### src/rtl/gmp_pkg.sv
package gmp_pkg;

  localparam int PORT_W   = 8;
  localparam int FIELD_W  = 2 * PORT_W;
  localparam int ADDR_W   = 4;

  typedef enum logic [1:0] {
    SRC_DOUT  = 2'd0,
    SRC_ADDR  = 2'd1,
    SRC_MACRO = 2'd2,
    SRC_CSEL  = 2'd3
  } srcSel_e;

  typedef enum logic [1:0] {
    CAP_DIRECT  = 2'd0,
    CAP_LATCH   = 2'd1,
    CAP_REG     = 2'd2,
    CAP_DIRECT2 = 2'd3
  } capMode_e;

  typedef enum logic [3:0] {
    RD_PIN     = 4'd0,
    RD_DOUT    = 4'd1,
    RD_DIR     = 4'd2,
    RD_CTRL_LO = 4'd3,
    RD_CTRL_HI = 4'd4,
    RD_MODE_LO = 4'd5,
    RD_MODE_HI = 4'd6,
    RD_CAPT    = 4'd7,
    RD_MACRO   = 4'd8,
    RD_NONE    = 4'd15
  } rdSel_e;

  typedef struct packed {
    logic              wrDout;
    logic              wrDir;
    logic              wrCtrlLo;
    logic              wrCtrlHi;
    logic              wrModeLo;
    logic              wrModeHi;
    logic [PORT_W-1:0] wrData;
    rdSel_e            rdSel;
  } regStrobe_t;

endpackage

### src/rtl/gmp_ctrl.sv
module gmp_ctrl
  import gmp_pkg::*;
(
  input  logic              clk,
  input  logic              rst_n,
  input  logic [ADDR_W-1:0] busAddr,
  input  logic              busWrEn,
  input  logic [PORT_W-1:0] busWrData,
  output regStrobe_t        strobe
);

  always_comb begin
    strobe          = '0;
    strobe.wrData   = busWrData;
    strobe.rdSel    = RD_NONE;
    case (busAddr)
      4'd0: strobe.rdSel = RD_PIN;
      4'd1: begin
        strobe.rdSel  = RD_DOUT;
        strobe.wrDout = busWrEn;
      end
      4'd2: begin
        strobe.rdSel = RD_DIR;
        strobe.wrDir = busWrEn;
      end
      4'd3: begin
        strobe.rdSel    = RD_CTRL_LO;
        strobe.wrCtrlLo = busWrEn;
      end
      4'd4: begin
        strobe.rdSel    = RD_CTRL_HI;
        strobe.wrCtrlHi = busWrEn;
      end
      4'd5: begin
        strobe.rdSel    = RD_MODE_LO;
        strobe.wrModeLo = busWrEn;
      end
      4'd6: begin
        strobe.rdSel    = RD_MODE_HI;
        strobe.wrModeHi = busWrEn;
      end
      4'd7: strobe.rdSel = RD_CAPT;
      4'd8: strobe.rdSel = RD_MACRO;
      default: strobe.rdSel = RD_NONE;
    endcase
  end

  // at most one register write strobe per cycle
  a_r4_one_strobe: assert property (@(posedge clk) disable iff (!rst_n)
    $onehot0({strobe.wrDout, strobe.wrDir, strobe.wrCtrlLo,
              strobe.wrCtrlHi, strobe.wrModeLo, strobe.wrModeHi}));

  // a write to a read-only or unmapped offset raises no strobe
  a_r11_ro_quiet: assert property (@(posedge clk) disable iff (!rst_n)
    (busWrEn && (busAddr == 4'd0 || busAddr >= 4'd7)) |->
      !(strobe.wrDout || strobe.wrDir || strobe.wrCtrlLo ||
        strobe.wrCtrlHi || strobe.wrModeLo || strobe.wrModeHi));

endmodule

### src/rtl/gmp_datapath.sv
module gmp_datapath
  import gmp_pkg::*;
(
  input  logic               clk,
  input  logic               rst_n,
  input  regStrobe_t         strobe,
  input  logic [PORT_W-1:0]  latchAddr,
  input  logic [PORT_W-1:0]  macroOut,
  input  logic [PORT_W-1:0]  chipSel,
  input  logic [PORT_W-1:0]  logicOe,
  input  logic [PORT_W-1:0]  logicOeValid,
  input  logic [PORT_W-1:0]  fixMask,
  input  logic [FIELD_W-1:0] fixSel,
  input  logic [PORT_W-1:0]  clkSelect,
  input  logic               addrStrobe,
  input  logic               logicClk,
  input  logic [PORT_W-1:0]  padIn,
  output logic [PORT_W-1:0]  padOut,
  output logic [PORT_W-1:0]  padOe,
  output logic [PORT_W-1:0]  captBus,
  output logic [PORT_W-1:0]  busRdData
);

  localparam int HALF_W = FIELD_W / 2;

  logic [PORT_W-1:0]  doutReg;
  logic [PORT_W-1:0]  dirReg;
  logic [FIELD_W-1:0] ctrlReg;
  logic [FIELD_W-1:0] modeReg;
  logic [PORT_W-1:0]  syncA;
  logic [PORT_W-1:0]  syncPin;
  logic [PORT_W-1:0]  captReg;
  logic               strobePrev;
  logic               logicPrev;
  logic [PORT_W-1:0]  srcLevel;
  logic [PORT_W-1:0]  srcRise;
  logic [1:0]         warmCnt;

  // register file
  always_ff @(posedge clk) begin
    if (!rst_n) begin
      doutReg <= '0;
      dirReg  <= '0;
      ctrlReg <= '0;
      modeReg <= '0;
    end else begin
      if (strobe.wrDout)   doutReg <= strobe.wrData;
      if (strobe.wrDir)    dirReg  <= strobe.wrData;
      if (strobe.wrCtrlLo) ctrlReg[HALF_W-1:0]       <= strobe.wrData;
      if (strobe.wrCtrlHi) ctrlReg[FIELD_W-1:HALF_W] <= strobe.wrData;
      if (strobe.wrModeLo) modeReg[HALF_W-1:0]       <= strobe.wrData;
      if (strobe.wrModeHi) modeReg[FIELD_W-1:HALF_W] <= strobe.wrData;
    end
  end

  // pin synchronizer and strobe history
  always_ff @(posedge clk) begin
    if (!rst_n) begin
      syncA      <= '0;
      syncPin    <= '0;
      strobePrev <= 1'b0;
      logicPrev  <= 1'b0;
      warmCnt    <= '0;
    end else begin
      syncA      <= padIn;
      syncPin    <= syncA;
      strobePrev <= addrStrobe;
      logicPrev  <= logicClk;
      if (warmCnt != 2'd2) warmCnt <= warmCnt + 2'd1;
    end
  end

  // driver enable
  assign padOe = dirReg | (logicOe & logicOeValid);

  // per-pin output mux and capture cell
  for (genvar i = 0; i < PORT_W; i++) begin : g_pin
    srcSel_e  pinSrc;
    capMode_e pinMode;

    assign pinSrc  = srcSel_e'(fixMask[i] ? fixSel[2*i +: 2] : ctrlReg[2*i +: 2]);
    assign pinMode = capMode_e'(modeReg[2*i +: 2]);

    always_comb begin
      case (pinSrc)
        SRC_DOUT:  padOut[i] = doutReg[i];
        SRC_ADDR:  padOut[i] = latchAddr[i];
        SRC_MACRO: padOut[i] = macroOut[i];
        default:   padOut[i] = chipSel[i];
      endcase
    end

    assign srcLevel[i] = clkSelect[i] ? logicClk : addrStrobe;
    assign srcRise[i]  = clkSelect[i] ? (logicClk & ~logicPrev)
                                      : (addrStrobe & ~strobePrev);

    always_ff @(posedge clk) begin
      if (!rst_n) begin
        captReg[i] <= 1'b0;
      end else begin
        case (pinMode)
          CAP_LATCH: if (srcLevel[i]) captReg[i] <= syncPin[i];
          CAP_REG:   if (srcRise[i])  captReg[i] <= syncPin[i];
          default:   captReg[i] <= captReg[i];
        endcase
      end
    end

    always_comb begin
      case (pinMode)
        CAP_LATCH: captBus[i] = srcLevel[i] ? syncPin[i] : captReg[i];
        CAP_REG:   captBus[i] = captReg[i];
        default:   captBus[i] = syncPin[i];
      endcase
    end

    // a closed latch keeps its value
    a_r7_latch_hold: assert property (@(posedge clk) disable iff (!rst_n)
      (pinMode == CAP_LATCH && !srcLevel[i]) |=> $stable(captReg[i]));

    // a register cell changes only on a source rising edge
    a_r8_reg_hold: assert property (@(posedge clk) disable iff (!rst_n)
      (pinMode == CAP_REG && !srcRise[i]) |=> $stable(captReg[i]));
  end

  // single readback selector
  always_comb begin
    case (strobe.rdSel)
      RD_PIN:     busRdData = syncPin;
      RD_DOUT:    busRdData = doutReg;
      RD_DIR:     busRdData = dirReg;
      RD_CTRL_LO: busRdData = ctrlReg[HALF_W-1:0];
      RD_CTRL_HI: busRdData = ctrlReg[FIELD_W-1:HALF_W];
      RD_MODE_LO: busRdData = modeReg[HALF_W-1:0];
      RD_MODE_HI: busRdData = modeReg[FIELD_W-1:HALF_W];
      RD_CAPT:    busRdData = captBus;
      RD_MACRO:   busRdData = macroOut;
      default:    busRdData = '0;
    endcase
  end

  // a direction write is visible in the register on the next cycle
  a_r4_dir_lands: assert property (@(posedge clk) disable iff (!rst_n)
    strobe.wrDir |=> dirReg == $past(strobe.wrData));

  // data-out moves only when its strobe was raised
  a_r11_dout_still: assert property (@(posedge clk) disable iff (!rst_n)
    !strobe.wrDout |=> $stable(doutReg));

  // pin levels reach the readback two cycles later
  a_r5_sync_delay: assert property (@(posedge clk) disable iff (!rst_n)
    (warmCnt == 2'd2) |-> syncPin == $past(padIn, 2));

  // a pin set as output always drives
  a_r3_dir_drives: assert property (@(posedge clk) disable iff (!rst_n)
    (dirReg & ~padOe) == '0);

endmodule

### src/rtl/gpio_mux_port.sv
module gpio_mux_port
  import gmp_pkg::*;
(
  input  logic               clk,
  input  logic               rst_n,
  input  logic [ADDR_W-1:0]  busAddr,
  input  logic               busWrEn,
  input  logic [PORT_W-1:0]  busWrData,
  output logic [PORT_W-1:0]  busRdData,
  input  logic [PORT_W-1:0]  latchAddr,
  input  logic [PORT_W-1:0]  macroOut,
  input  logic [PORT_W-1:0]  chipSel,
  input  logic [PORT_W-1:0]  logicOe,
  input  logic [PORT_W-1:0]  logicOeValid,
  input  logic [PORT_W-1:0]  fixMask,
  input  logic [FIELD_W-1:0] fixSel,
  input  logic [PORT_W-1:0]  clkSelect,
  input  logic               addrStrobe,
  input  logic               logicClk,
  input  logic [PORT_W-1:0]  padIn,
  output logic [PORT_W-1:0]  padOut,
  output logic [PORT_W-1:0]  padOe,
  output logic [PORT_W-1:0]  captBus
);

  regStrobe_t strobe;

  gmp_ctrl u_ctrl (
    .clk       (clk),
    .rst_n     (rst_n),
    .busAddr   (busAddr),
    .busWrEn   (busWrEn),
    .busWrData (busWrData),
    .strobe    (strobe)
  );

  gmp_datapath u_dp (
    .clk          (clk),
    .rst_n        (rst_n),
    .strobe       (strobe),
    .latchAddr    (latchAddr),
    .macroOut     (macroOut),
    .chipSel      (chipSel),
    .logicOe      (logicOe),
    .logicOeValid (logicOeValid),
    .fixMask      (fixMask),
    .fixSel       (fixSel),
    .clkSelect    (clkSelect),
    .addrStrobe   (addrStrobe),
    .logicClk     (logicClk),
    .padIn        (padIn),
    .padOut       (padOut),
    .padOe        (padOe),
    .captBus      (captBus),
    .busRdData    (busRdData)
  );

endmodule

### config.mk
export PLATFORM = sky130hd
export DESIGN_NAME = gpio_mux_port
export DESIGN_NICKNAME = d
export VERILOG_FILES = /design/src/rtl/gmp_pkg.sv /design/src/rtl/gmp_ctrl.sv /design/src/rtl/gmp_datapath.sv /design/src/rtl/gpio_mux_port.sv
export SDC_FILE = /design/constraint.sdc
export NUM_CORES = 1
export LEC_CHECK = 0
export BUFFER_PORTS_ARGS = -buffer_cell sky130_fd_sc_hd__buf_2
export CORE_ASPECT_RATIO = 1.25
export CORE_MARGIN = 5
export CORE_UTILIZATION = 42
export CTS_CLUSTER_SIZE = 24
export DETAILED_ROUTE_END_ITERATION = 10
export PLACE_DENSITY = 0.76
export SLEW_MARGIN = 20
export SYNTH_ARGS = -nofsm -noshare
export SYNTH_HDL_FRONTEND = slang
export SYNTH_SLANG_ARGS = --single-unit
### constraint.sdc
create_clock -name clk -period 2.45 [get_ports clk]
set_input_delay 0.49 -clock clk [delete_from_list [all_inputs] [get_ports clk]]
set_output_delay 0.49 -clock clk [all_outputs]
set_load 0.005 [all_outputs]
==> flow_metrics.py, run 1 <==
metrics = {
    "logic_synthesis": {
        "syn_area_mm2": 0.00457,
        "yosysSeqAreaShare_pct": 32.4,
        "ys_ff_latch": 74,
        "ys_async_sr_fraction_pct": 0,
        "synthCells": 490,
        "yosysUniqueCellTypes": 47,
        "avgSynthCellArea_um2": 9.33,
        "synth_edf_count": 0,
        "ys.flop_type": "dfxtp_1",
        "synth_nets": 603,
        "yosys_warnings": 0,
    },
    "die": {
        "die_width_um": 103,
        "die-area_mm2": 0.0131,
        "core.rowCount": 42,
        "start_util_pct": 43.1,
        "ioPinCount": 129,
        "die_height_um": 127,
        "fp.coreArea_mm2": 0.0106,
    },
    "power_and_ir_drop": {
        "power_density_mw_per_mm2": 540,
        "clkPwrFrac_pct": 48.1,
        "power_frac_comb_pct": 13.4,
        "p_switching_uw": 734,
        "intPower_uw": 2490,
        "seqPwrFrac_pct": 38.5,
        "vdd_drop_max_mv": 0.379,
        "p_leak_uw": 0.00266,
        "p_sw_share_pct": 22.7,
    },
    "worst_setup_path": {
        "path_class": "flop to output pin",
        "cp_slowest_stage_delay_ps": 430,
        "worstSetupStartpointType": "flop",
        "slowest_stage": "a2111o_1",
        "worst-path-buf-inv": 4,
        "critPathCaptureType": "output pin",
        "crit_top_cell": "inv_2",
        "worstPathRequired_ps": 1960,
        "arrival_ps": 1950,
        "crit_family": "compound AO/OA/AOI/OAI gates",
        "path_cells": "inv_2, ha_4, inv_2, o21ba_4, o32ai_2, buf_4, a2111o_1, buf_2",
        "cp_max_fo": 3,
    },
    "timing": {
        "max_freq_mhz": 411,
        "min_period_ps": 2440,
        "max_slew_margin_pct": 56.7,
        "final-setup-viol-count": 0,
        "tightest_slew_ps": 648,
        "min_period_over_period_pct": 99.4,
        "whs_ps": 360,
        "fin_skew_ps": 5.09,
        "slew_viol_final": 0,
        "final_hold_viol_count": 0,
    },
    "clocking": {
        "cts.clk_slew.worst_paths_ps": 60,
        "cts-root-buf": "clkbuf_16",
        "tritoncts": "yes",
        "clock_latency_ps": 340,
        "clockBufferDepth": 2,
        "cts_sinks": 74,
        "htreeDepth": 3,
        "hold_buffers": 0,
        "cts_buffers": 9,
    },
    "drt": {
        "drt_iter0_drc": 230,
        "vias": 4182,
        "drt_wl_total_mm": 13.9,
        "detail_route.wl_per_cell_um": 18.1,
        "drtAntennaViolNets": 0,
        "first_pass_iters": 5,
        "drc": 0,
        "avgViaCountPerCell": 5.46,
    },
    "cells_and_area": {
        "final.fill_count": 988,
        "diodes": 0,
        "multi_input_area_mm2": 0.00292,
        "nNetsFinal": 742,
        "seqCellArea_mm2": 0.00151,
        "design_area_mm2": 0.00598,
        "area_growth_pct": 30.8,
        "layout-drive-gt1-share_pct": 35.6,
    },
    "grt": {
        "grt_pass1_vias": 4340,
        "grt_pass1_wl_mm": 21.3,
        "grt_max_degree": 47,
        "overflow": 0,
        "grt.total_usage_pct": 21.0,
        "antenna_found_initial": 0,
    },
    "run_status": {
        "outcome": "completed",
    },
    "place": {
        "dp_hpwl_mm": 10.8,
        "place_area_mm2": 0.00544,
        "gp_congestion": 0.908,
        "portBuffers": 128,
    },
    "hold_path": {
        "hp-class": "primary input to flop",
    },
    "run": {
        "maxCapViolCount": 0,
    },
}
[per-stage QoR]
step | setup WS [ps] | power (uW) | instances | utilization, % | TNS, ps
after floorplan | 287 | 1490 | 490 | - | 0
after global placement | 40.2 | 1680 | 745 | 51.2 | 0
after detailed placement | 0.554 | 1690 | 745 | 51.2 | 0
after CTS | 0.213 | 3250 | 763 | 55.2 | 0
after global routing | -27.4 | 3350 | 766 | 56.3 | -27.4
final | 14.9 | 3230 | 766 | 56.3 | 0
[sequential cells by signal, indices dropped and copies added, names as in the netlist]
register and count:
u_dp.modeReg 16, u_dp.doutReg 8, u_dp.logicPrev 1, u_dp.strobePrev 1
u_dp.captReg 8, u_dp.dirReg 8, u_dp.ctrlReg 16, u_dp.syncA 8
u_dp.syncPin 8
[final cells by class]
| class | count | share of cell area, % |
|---|---|---|
| multi-input combinational | 346 | 48.8 |
| timing repair buffer | 158 | 14.7 |
| tap | 132 | 2.76 |
| clock inverter | 4 | 1.63 |
| inverter | 40 | 2.51 |
| sequential | 74 | 25.3 |
| clock buffer | 12 | 4.29 |
[metal layers]
| metal | GRT usage [%] | vias to the layer above | wire (um) |
|---|---|---|---|
| li1 | - | 2027 | - |
| met1 | 23.9 | 2018 | 5470 |
| met2 | 37.7 | 116 | 7350 |
| met3 | 3.68 | 21 | 703 |
| met4 | 8.69 | 0 | 352 |
| met5 | 0 | - | 0 |
[kinds of logic after synthesis]
kind of cell | after synthesis | share of synthesized area, %
AND/OR/NAND/NOR | 125 | 15.7
AO/OA/AOI/OAI | 105 | 16.8
multiplexers | 100 | 24.4
flip-flops | 74 | 32.4
buffers and inverters | 70 | 6.30
adder cells (fa/ha/maj) | 16 | 4.38
[what timing repair did]
item	4_1_cts	5_1_grt
gates cloned	0	0
gates resized for setup	16	27
endpoints found under the setup margin	5	8
pin swaps	2	6
buffers inserted	2	3
[layout by cell type (no fill, tap or decap), types with 3 or more instances in the layout]
cell / n
buf_2: 128
mux2i_1: 82
dfxtp_1: 61
nor2b_1: 46
inv_1: 37
buf_4: 29
nand2_1: 25
a21oi_1: 20
and2_1: 17
a21o_1: 12
o21ai_0: 11
ha_1: 10
a22oi_1: 9
clkbuf_16: 9
nand3_1: 8
mux4_2: 8
a21boi_1: 8
dfxtp_2: 7
mux2_2: 6
dfxtp_4: 6
nand3b_1: 5
o32ai_1: 5
nand2b_1: 4
nor2_1: 4
o21ba_1: 4
nor3_1: 4
ha_4: 4
inv_2: 3
o21bai_1: 3
nor2b_2: 3
nor3b_1: 3
a32oi_1: 3
a211o_1: 3
o32ai_2: 3
a21oi_2: 3
a221o_1: 3
bufinv_16: 3
[Yosys cell counts, types with 7 or more instances]
cell type	instances	area (um2)
nand2_1	25	93.8
a21o_1	12	90.1
mux4_2	8	180
o32ai_1	8	70.1
o21ai_0	11	55.1
nor2b_1	48	300
ha_1	16	200
a22oi_1	9	67.6
clkbuf_1	17	63.8
and2_1	17	106
dfxtp_1	74	1480
mux2i_1	82	821
a21boi_1	8	60.1
a21oi_1	24	120
mux2_2	7	78.8
inv_1	40	150
buf_2	11	55.1
nand3_1	8	40.0
[power groups by stage]
stage / sequential, uW / combinational (uW) / clock [uW]
2_1_floorplan: 1260 / 226 / 0
3_3_place_gp: 1270 / 406 / 0
3_5_place_dp: 1270 / 419 / 0
4_1_cts: 1250 / 423 / 1590
5_1_grt: 1240 / 471 / 1640
6_report: 1240 / 434 / 1550
[final timing paths]
kind / start / end / slack [ps] / depth (start not counted)
worst min register to register: u_dp.syncA[1] / u_dp.syncPin[1] / 430 / 1
worst min-delay path: padIn[5] / u_dp.syncA[5] / 360 / 2
worst max register to register: u_dp.logicPrev / u_dp.captReg[4] / 970 / 4
worst max-delay path: u_dp.modeReg[9] / busRdData[4] / 10 / 8
Note: power is estimated with default switching activity, not from simulation.
==> inputs of run 2 (changes only) <==
Settings changed: ABC_AREA set to 1, PLACE_DENSITY 0.76 to 0.75.
==> run 2 against run 1 <==
Net effect: synthesized cell count increased by 61%; total power decreased by 4.1%; via count increased by 30%; worst hold slack got worse by 22 ps; die area increased by 4.8%; core utilization decreased by 3.3 points; combinational power increased by 5.8%; critical path type is now primary input to output pin; clock power decreased by 11%; design area decreased by 0.77%; cell count increased by 38%; largest power group unchanged; critical path depth increased by 2.
==> flow_metrics.py, run 2 <==
metrics = {
    "clocking": {
        "cts.clk_slew.worst_paths_ps": 50,
        "hold_buffers": 0,
        "clockBufferDepth": 2,
        "cts-root-buf": "clkbuf_16",
        "clock_latency_ps": 330,
        "post-cts-setup-buffer-count": 0,
        "cts_repair_resize_count": 0,
        "cts_buffers": 9,
        "cts_sinks": 74,
        "tritoncts": "yes",
        "htreeDepth": 3,
    },
    "run": {
        "maxCapViolCount": 0,
    },
    "worst_setup_path": {
        "crit_top_cell": "nand2_1",
        "timing.rr.end": "u_dp.captReg[1]",
        "crit_family": "simple AND/OR/NAND/NOR gates",
        "r2r_cells": 7,
        "critPathCaptureType": "output pin",
        "cp_max_fo": 12,
        "worst-path-buf-inv": 3,
        "path_cells": "buf_2, inv_2, nor2_2, nand3_1, nand2_1, nor2_1, nand2_1, nor2_1, nand2_1, buf_2",
        "timing.rr.start": "u_dp.modeReg[2]",
        "arrival_ps": 1720,
        "cp_slowest_stage_delay_ps": 380,
        "path_class": "primary input to output pin",
        "ff2ff_setup_slack_ps": 1080,
        "slowest_stage": "nor2_2",
        "worstSetupStartpointType": "primary input",
        "worstPathRequired_ps": 1960,
    },
    "cells_and_area": {
        "layout_commonest_cell": "nand2_1",
        "nNetsFinal": 1031,
        "layout.cells.most_common_list": "252 x nand2_1, 132 x nand3_1, 128 x buf_2, 97 x inv_1, 74 x dfxtp_1",
        "top_regs": "u_dp.ctrlReg (16), u_dp.modeReg (16)",
        "area_growth_pct": 23.3,
        "diodes": 0,
        "layout-drive-gt1-share_pct": 19.3,
    },
    "logic_synthesis": {
        "synthTopCellsByArea": "dfxtp_1 31%, nand2_1 20%, nand3_1 14%",
        "avgSynthCellArea_um2": 6.09,
        "yosys_warnings": 0,
        "ys_ff_latch": 74,
        "syn_area_mm2": 0.00481,
        "yosysUniqueCellTypes": 21,
        "synth_edf_count": 0,
        "ys_async_sr_fraction_pct": 0,
        "synthCells": 790,
        "synth_nets": 903,
        "synth.top_cell.area_share_pct": 30.8,
        "synthTopCellsByCount": "252 x nand2_1, 132 x nand3_1, 97 x inv_1",
        "yosysSeqAreaShare_pct": 30.8,
        "yosys.area.top_type": "dfxtp_1",
        "ys.flop_type": "dfxtp_1",
        "yosysMostFrequentCell": "nand2_1",
    },
    "grt": {
        "grt.total_usage_pct": 21.6,
        "grt_pass1_vias": 5017,
        "grt_max_degree": 33,
        "grt_pass1_wl_mm": 23.6,
        "antenna_found_initial": 0,
        "overflow": 0,
    },
    "die": {
        "die-area_mm2": 0.0137,
        "die_width_um": 106,
        "ioPinCount": 129,
        "start_util_pct": 43.0,
        "fp.coreArea_mm2": 0.0112,
        "core.rowCount": 43,
        "die_height_um": 130,
    },
    "hold_path": {
        "hold-path-cell-count": 3,
        "min_from": "padIn[0]",
        "hp-class": "primary input to flop",
        "min_to": "u_dp.syncA[0]",
    },
    "power_and_ir_drop": {
        "power_density_mw_per_mm2": 522,
        "vdd_drop_max_mv": 0.296,
        "p_leak_uw": 0.00301,
    },
    "timing": {
        "final_hold_viol_count": 0,
        "min_period_over_period_pct": 90.0,
        "max_slew_margin_pct": 67.9,
        "rsz0062_at_grt": "false",
        "max_freq_mhz": 453,
        "final-setup-viol-count": 0,
        "setup_ws_ps": 245,
        "fin_skew_ps": 3.79,
        "tightest_slew_ps": 482,
        "setup_tns_ps": 0,
        "min_period_ps": 2210,
        "slew_viol_final": 0,
    },
    "place": {
        "portBuffers": 128,
        "dp_hpwl_mm": 11.5,
        "gp_congestion": 0.963,
        "post-place-ws_ps": 279,
    },
    "drt": {
        "first_pass_iters": 5,
        "drtAntennaViolNets": 0,
        "detail_route.wl_per_cell_um": 14.1,
        "wl_met3_mm": 1.13,
        "wl_met1_mm": 5.92,
        "avgViaCountPerCell": 5.16,
        "met2_length_mm": 7.06,
        "vias": 5445,
        "drc": 0,
        "drt_wl_total_mm": 14.9,
        "drt_iter0_drc": 372,
        "dr.max_layer_used": "met4",
    },
    "run_status": {
        "outcome": "completed",
    },
}
-- run 2: how the worst max path moves through the flow --
stage                from      endpoint  cells after the start
6_report       busAddr[0]  busRdData[6]                     10
5_1_grt        busAddr[0]  busRdData[6]                     10
4_1_cts        busAddr[3]  busRdData[4]                      9
3_5_place_dp   busAddr[3]  busRdData[4]                      9
3_3_place_gp   busAddr[0]  busRdData[0]                     10
2_1_floorplan  busAddr[2]  busRdData[4]                      7
-- run 2: layout make-up --
type	instances	area, um2
inverters	99	372
fillers	1134	5260
clock inverters	3	65.1
repair buffers	143	766
multi-input cells	591	2840
flip-flops and latches	74	1480
clock buffers	11	243
well taps	135	169
-- run 2: cells by family (layout without fill, tap and decap cells) --
family / after synthesis / count (layout) / synth area share (%)
AOI/OAI and AO/OA: 96 / 96 / 10.4
and+or+nand+nor: 479 / 479 / 44.3
DFF: 74 / 74 / 30.8
adders and majority gates: 16 / 16 / 4.16
buffers and inverters: 125 / 256 / 10.3
-- run 2: layer usage --
metal	vias to the layer above	GRT usage, %
li1	2800	-
met1	2373	25.7
met2	217	36.7
met3	55	3.71
met4	0	13.0
met5	-	0
-- run 2: report_power, final --
| group | switching (uW) | internal (uW) |
|---|---|---|
| Clock | 474 | 906 |
| Combinational | 275 | 183 |
| Sequential | 24.1 | 1230 |
| Total | 773 | 2320 |
-- run 2: worst reg2reg max path, stage by stage (launching register included) --
cell	delay (ps)
dfxtp_1	420
inv_1	70
ha_1	250
or2_2	320
nand2_1	80
nand2_1	50
nand2_1	50
nor2_1	40
-- run 2: through the flow --
stage	utilization, %	instance area [um2]	std cells	hold slack (ps)	power (uW)
finish	53.0	5930	1056	338	3100
global route	53.0	5930	1056	351	3230
CTS	53.0	5930	1056	334	3100
detailed placement	50.3	5630	1042	401	1740
global placement	50.3	5630	1042	395	1740
floorplan	-	4810	790	390	1530
